`src/rtl/trig_route_pkg.sv`:
```
package trig_route_pkg;
  // configuration word field positions (software-visible, decoded by the register file)
  localparam int FLD_SEL_LSB = 0;
  localparam int FLD_EN      = 4;
  localparam int FLD_INV     = 5;
  localparam int FLD_EDGE    = 6;
  localparam int FLD_SWTRIG  = 0;
  localparam int CFG_DATA_W  = 8;

  typedef enum logic {
    MODE_LEVEL = 1'b0,
    MODE_EDGE  = 1'b1
  } trig_mode_e;
endpackage

```
`src/rtl/trig_sync.sv`:
```
module trig_sync #(
  parameter int W = 8
) (
  input  logic         clk,
  input  logic         rst,
  input  logic [W-1:0] d,
  output logic [W-1:0] q
);
  logic [W-1:0] meta_q;

  always_ff @(posedge clk) begin
    if (rst) begin
      meta_q <= '0;
      q      <= '0;
    end else begin
      meta_q <= d;
      q      <= meta_q;
    end
  end
endmodule

```
`src/rtl/trig_cfg_regs.sv`:
```
module trig_cfg_regs
  import trig_route_pkg::*;
#(
  parameter int N_OUT  = 40,
  parameter int N_MUX  = 32,
  parameter int SEL_W  = 3,
  parameter int ADDR_W = 7
) (
  input  logic                      clk,
  input  logic                      rst,
  input  logic                      we,
  input  logic [ADDR_W-1:0]         addr,
  input  logic [CFG_DATA_W-1:0]     wdata,
  output logic [N_MUX-1:0][SEL_W-1:0] sel_q,
  output logic [N_OUT-1:0]          en_q,
  output logic [N_OUT-1:0]          inv_q,
  output logic [N_OUT-1:0]          edge_q,
  output logic [N_OUT-1:0]          sw_q
);
  localparam int IDX_W = ADDR_W - 1;

  logic [IDX_W-1:0] idx;
  logic             sw_region;
  logic             unused_wdata_bits;

  assign idx       = addr[IDX_W-1:0];
  assign sw_region = addr[ADDR_W-1];
  assign unused_wdata_bits = ^{wdata[CFG_DATA_W-1], wdata[3]};

  always_ff @(posedge clk) begin
    if (rst) begin
      sel_q  <= '0;
      en_q   <= '0;
      inv_q  <= '0;
      edge_q <= '0;
      sw_q   <= '0;
    end else begin
      sw_q <= '0;
      for (int i = 0; i < N_OUT; i++) begin
        if (we && (idx == IDX_W'(i))) begin
          if (!sw_region) begin
            en_q[i]   <= wdata[FLD_EN];
            inv_q[i]  <= wdata[FLD_INV];
            edge_q[i] <= wdata[FLD_EDGE];
          end else if (wdata[FLD_SWTRIG]) begin
            sw_q[i] <= 1'b1;
          end
        end
      end
      for (int i = 0; i < N_MUX; i++) begin
        if (we && !sw_region && (idx == IDX_W'(i)))
          sel_q[i] <= wdata[FLD_SEL_LSB +: SEL_W];
      end
    end
  end
endmodule

```
`src/rtl/trig_out_stage.sv`:
```
module trig_out_stage
  import trig_route_pkg::*;
(
  input  logic clk,
  input  logic rst,
  input  logic src,
  input  logic sw,
  input  logic en,
  input  logic inv,
  input  logic edge_mode,
  output logic q
);
  logic x;
  logic prev_q;

  assign x = (src | sw) ^ inv;

  always_ff @(posedge clk) begin
    if (rst) begin
      prev_q <= 1'b0;
      q      <= 1'b0;
    end else begin
      prev_q <= x;
      if (!en)
        q <= 1'b0;
      else if (trig_mode_e'(edge_mode) == MODE_EDGE)
        q <= x & ~prev_q;
      else
        q <= x;
    end
  end
endmodule

```
`src/rtl/trig_router.sv`:
```
module trig_router
  import trig_route_pkg::*;
#(
  parameter int N_GROUPS = 4,
  parameter int GRP_IN   = 8,
  parameter int GRP_OUT  = 8,
  parameter int N_PAIRS  = 8,
  parameter int ADDR_W   = $clog2(N_GROUPS*GRP_OUT + N_PAIRS) + 1
) (
  input  logic                         clk,
  input  logic                         rst,
  input  logic [N_GROUPS*GRP_IN-1:0]   mux_trig_in,
  input  logic [N_PAIRS-1:0]           pair_trig_in,
  input  logic                         cfg_we,
  input  logic [ADDR_W-1:0]            cfg_addr,
  input  logic [CFG_DATA_W-1:0]        cfg_wdata,
  output logic [N_GROUPS*GRP_OUT-1:0]  mux_trig_out,
  output logic [N_PAIRS-1:0]           pair_trig_out
);
  localparam int MUX_IN  = N_GROUPS * GRP_IN;
  localparam int MUX_OUT = N_GROUPS * GRP_OUT;
  localparam int N_OUT   = MUX_OUT + N_PAIRS;
  localparam int SEL_W   = $clog2(GRP_IN);

  logic [MUX_IN-1:0]               mux_s;
  logic [N_PAIRS-1:0]              pair_s;
  logic [MUX_OUT-1:0][SEL_W-1:0]   sel_v;
  logic [N_OUT-1:0]                en_v, inv_v, edge_v, sw_v, src_v, out_q;

  trig_sync #(.W(MUX_IN)) u_sync_mux (
    .clk(clk), .rst(rst), .d(mux_trig_in), .q(mux_s)
  );

  trig_sync #(.W(N_PAIRS)) u_sync_pair (
    .clk(clk), .rst(rst), .d(pair_trig_in), .q(pair_s)
  );

  trig_cfg_regs #(
    .N_OUT(N_OUT), .N_MUX(MUX_OUT), .SEL_W(SEL_W), .ADDR_W(ADDR_W)
  ) u_regs (
    .clk(clk), .rst(rst), .we(cfg_we), .addr(cfg_addr), .wdata(cfg_wdata),
    .sel_q(sel_v), .en_q(en_v), .inv_q(inv_v), .edge_q(edge_v), .sw_q(sw_v)
  );

  for (genvar g = 0; g < N_GROUPS; g++) begin : g_group
    logic [GRP_IN-1:0] grp_in;
    assign grp_in = mux_s[g*GRP_IN +: GRP_IN];
    for (genvar o = 0; o < GRP_OUT; o++) begin : g_out
      assign src_v[g*GRP_OUT + o] = grp_in[sel_v[g*GRP_OUT + o]];
    end
  end

  for (genvar k = 0; k < N_PAIRS; k++) begin : g_pair
    assign src_v[MUX_OUT + k] = pair_s[k];
  end

  for (genvar i = 0; i < N_OUT; i++) begin : g_stage
    trig_out_stage u_stage (
      .clk(clk), .rst(rst), .src(src_v[i]), .sw(sw_v[i]), .en(en_v[i]),
      .inv(inv_v[i]), .edge_mode(edge_v[i]), .q(out_q[i])
    );
  end

  assign mux_trig_out  = out_q[MUX_OUT-1:0];
  assign pair_trig_out = out_q[N_OUT-1:MUX_OUT];
endmodule

```
`config.mk`:
```
export PLATFORM = sky130hd
export DESIGN_NAME = trig_router
export DESIGN_NICKNAME = d
export VERILOG_FILES = /design/src/rtl/trig_route_pkg.sv /design/src/rtl/trig_sync.sv /design/src/rtl/trig_cfg_regs.sv /design/src/rtl/trig_out_stage.sv /design/src/rtl/trig_router.sv
export SDC_FILE = /design/constraint.sdc
export NUM_CORES = 1
export LEC_CHECK = 0
export ABC_AREA = 0
export BUFFER_PORTS_ARGS = -buffer_cell sky130_fd_sc_hd__buf_2
export CAP_MARGIN = 20
export CORE_MARGIN = 1
export CORE_UTILIZATION = 30
export DETAILED_ROUTE_END_ITERATION = 7
export PLACE_DENSITY = 0.56
export SYNTH_ARGS = -nofsm -noshare
export SYNTH_HDL_FRONTEND = slang
export SYNTH_HIERARCHICAL = 1
export SYNTH_SLANG_ARGS = --single-unit
```
`constraint.sdc`:
```
create_clock -name clk -period 1.9 [get_ports clk]
set_input_delay 0.285 -clock clk [delete_from_list [all_inputs] [get_ports clk]]
set_output_delay 0.285 -clock clk [all_outputs]
set_load 0.005 [all_outputs]
```
==> results.txt <==
DRT iter0 DRCs: 648
Yosys warns: 6
PD cells: 880.6 nW/um2
Total GRT Usage: 14.33%
Remaining DRCs: 0
Reg2reg setup slack: 60 ps
CTS tree: done
Pre-antenna DRT Iters: 7
Die height: 242.8 um
First-pass GRT wire length: 66,610 um
Routed len/inst: 17.60 um
GR Layer Usage met2: 23.33%
Critical path fanouts, max: 3
Port bufs: 95
CTS H-tree lvls: 2
Seq/Total Area, Yosys: 47.88%
Largest stage delay, worst path: 560 ps
Top_reg_cell synth: dfxtp_1
Postcts setup bufs: 0
Clock root buffer: clkbuf_16
Routability cong.: 0.8441
Clk Latency, worst-skew pair: 580 ps
WP data arrival: 2300 ps
Share of cells above drive strength 1: 27.20%
Leading area contributor after synthesis: dfxtp_1
Worst hold slack: 55.51 ps
Tmin final: 1836 ps
Crit start category: register
Final cell count without fillers: 2,405
FFs w/ async S/R, synth: 0%
Gate Count Post-Synth: 1,464
Effective utilization at floorplan: 30.61%
Relative slew margins: 49.53%
Die ar.: 58,950 um2
Yosys cell types: 42
Max Cap Viol: 0
Slew @ Worst Pin: 746.9 ps
Global routing met3 resource utilization: 3.041%
Routed Wire Length: 42,320 um
Nets@finish: 1,674
Gr ovfl total: 0
HPWL after DPL: 28,070 um
Final setup fails: 0
Hold WC Path Type: in -> reg
Crit end category: register
Final setup TNS: 0 ps
Net count after synthesis: 1,522
DP Area: 18,890 um2
Number of synthesized flops with an enable pin: 0
VDD IR-drop max: 613.8 uV
Worst-path clk slew: 60 ps
Required time worst endpoint: 2360 ps
Xor and xnor fraction of the mapped netlist area: 0%
CTS Sinks: 416
Simple-Gate Fraction of Synth Area: 21.31%
Core Rows: 87
Via density: 4.737
Setup Skew: 13.47 ps
Vias in the first global route: 11,620
Post-route ant nets: 0
Peak Freq: 544.8 MHz
Final period util: 96.61%
Area share of the largest cell type after synthesis: 47.88%
Die width: 242.8 um
Crit-path cells: mux4_1 > mux2_2 > o21a_1 > nor4_4
Max Root-Sink Buffers: 3
Most frequent cells in the layout: dfxtp_1 (408), nand2b_1 (192), mux2i_1 (186)
Status: finished clean
Hold Fails Final Rpt: 0
Commonest non-fill, non-tap cell in the layout: dfxtp_1
Final instance area: 20,780 um2
Total power: 18.30 mW
Inst Count DP: 2,284
Static Leakage: 8.790 nW
Area added between synthesis and finish: 19.45%
CP max-delay cell: mux4_1
Largest net degree at the start of global routing: 89
Syn Area/Cell: 11.88 um2
Largest family of logic cells by synthesized area: multiplexers
Compound-cell area share of the yosys netlist: 5.755%
Core Region: 56,820 um2
Fin. max-slew vios: 0
I/O pin count: 98
Cell Area, Synth: 17,390 um2
GRT busiest layer: met2
Initial antenna violation count: 7
Kind of critical path: reg -> reg
Adder-Cell Fraction of Synth Area: 0%
Seq cells post-synth: 416
Met1 Usage GRT: 18.80%
Post-synthesis mux area share: 22.44%
Vias post-DR: 11,390
CTS Buf Count: 46
Synth area leaders: dfxtp_1 (48%), mux2i_1 (11%), mux4_1 (9.7%), nand2b_1 (6.9%), nor2b_2 (3.4%)
registers in the layout (all words and copies together), names as in the netlist:
register,count
u_regs/sel_q,96
g_stage.u_stage/prev_q,40
g_stage.u_stage/q,40
u_regs/edge_q,40
u_regs/en_q,40
u_regs/inv_q,40
u_regs/sw_q,40
u_sync_mux/meta_q,32
u_sync_mux/q,32
u_sync_pair/meta_q,8
u_sync_pair/q,8
Yosys cell counts, types with 3 or more instances:
cell        n
buf_6      10
nor3_1     80
and4bb_2    6
a21bo_2    40
o21ai_0    28
and4b_1     3
nand3_1    36
nor2b_1     9
buf_2      18
nand2_1    18
mux2i_1   186
nor4_2     41
a21oi_1    30
clkbuf_1   44
nor2b_2    67
dfxtp_1   416
nand4_2     4
and2b_2     6
nor2_1     43
nand2_2    18
buf_4       6
mux2_2     32
nand2b_1  192
mux4_1     64
o21a_1     40
path summary, 6_finish.rpt:
kind,cells after the start,end,startpoint
min reg2reg,1,u_sync_mux/q[6]$_SDFF_PP0_,u_sync_mux/meta_q[6]$_SDFF_PP0_
max reg2reg,4,g_stage[7].u_stage/q$_SDFF_PP0_,u_regs/sel_q[21]$_SDFFE_PP0P_
max,4,g_stage[7].u_stage/q$_SDFF_PP0_,u_regs/sel_q[21]$_SDFFE_PP0P_
min,3,u_regs/inv_q[24]$_SDFFE_PP0P_,cfg_wdata[5]
routing by layer:
| metal | wire (um) | part of all wire (%) |
|---|---|---|
| met3 | 1657 | 3.9 |
| met5 | 24 | 0.057 |
| met1 | 19760 | 47 |
| met4 | 1085 | 2.6 |
| met2 | 19790 | 47 |
power breakdown:
| group | total (mW) | internal (mW) | switching (mW) |
|---|---|---|---|
| Combinational | 0.921 | 0.444 | 0.478 |
| Sequential | 8.93 | 8.84 | 0.0870 |
| Clock | 8.45 | 4.95 | 3.49 |
| Total | 18.3 | 14.2 | 4.06 |
area by class of cell:
cell class	instances	area, um2
fillers	5588	36040
multi-input cells	965	8656
flip-flops and latches	416	8338
repair buffers	187	1401
clock buffers	68	1368
well taps	756	945.9
clock inverters	11	63.81
diodes	2	5.005
worst max-delay path: cells and delay by family (launching register included):
family / cells / cell delay, ps
compound gates: 1 / 210
flops: 1 / 380
mux: 2 / 860
simple gates: 1 / 270
timing repair:
action                                 CTS  global route
hold buffers                            40             0
setup endpoints to repair                0             8
resized for setup                        0            15
endpoints found under the hold margin   40             0
stage by stage:
stage	util (%)	setup WS, ps
after floorplan	-	288.7
after global placement	33.25	-194.4
after detailed placement	33.25	-195.9
after CTS	36.47	39.61
after global routing	36.56	-3.624
final	36.57	64.46
kinds of logic after synthesis:
group | count (synthesis)
multiplexers | 282
flip-flops | 416
buffers and inverters | 83
AO/OA/AOI/OAI | 140
AND/OR/NAND/NOR | 543
(Power assumes the default switching activity.)
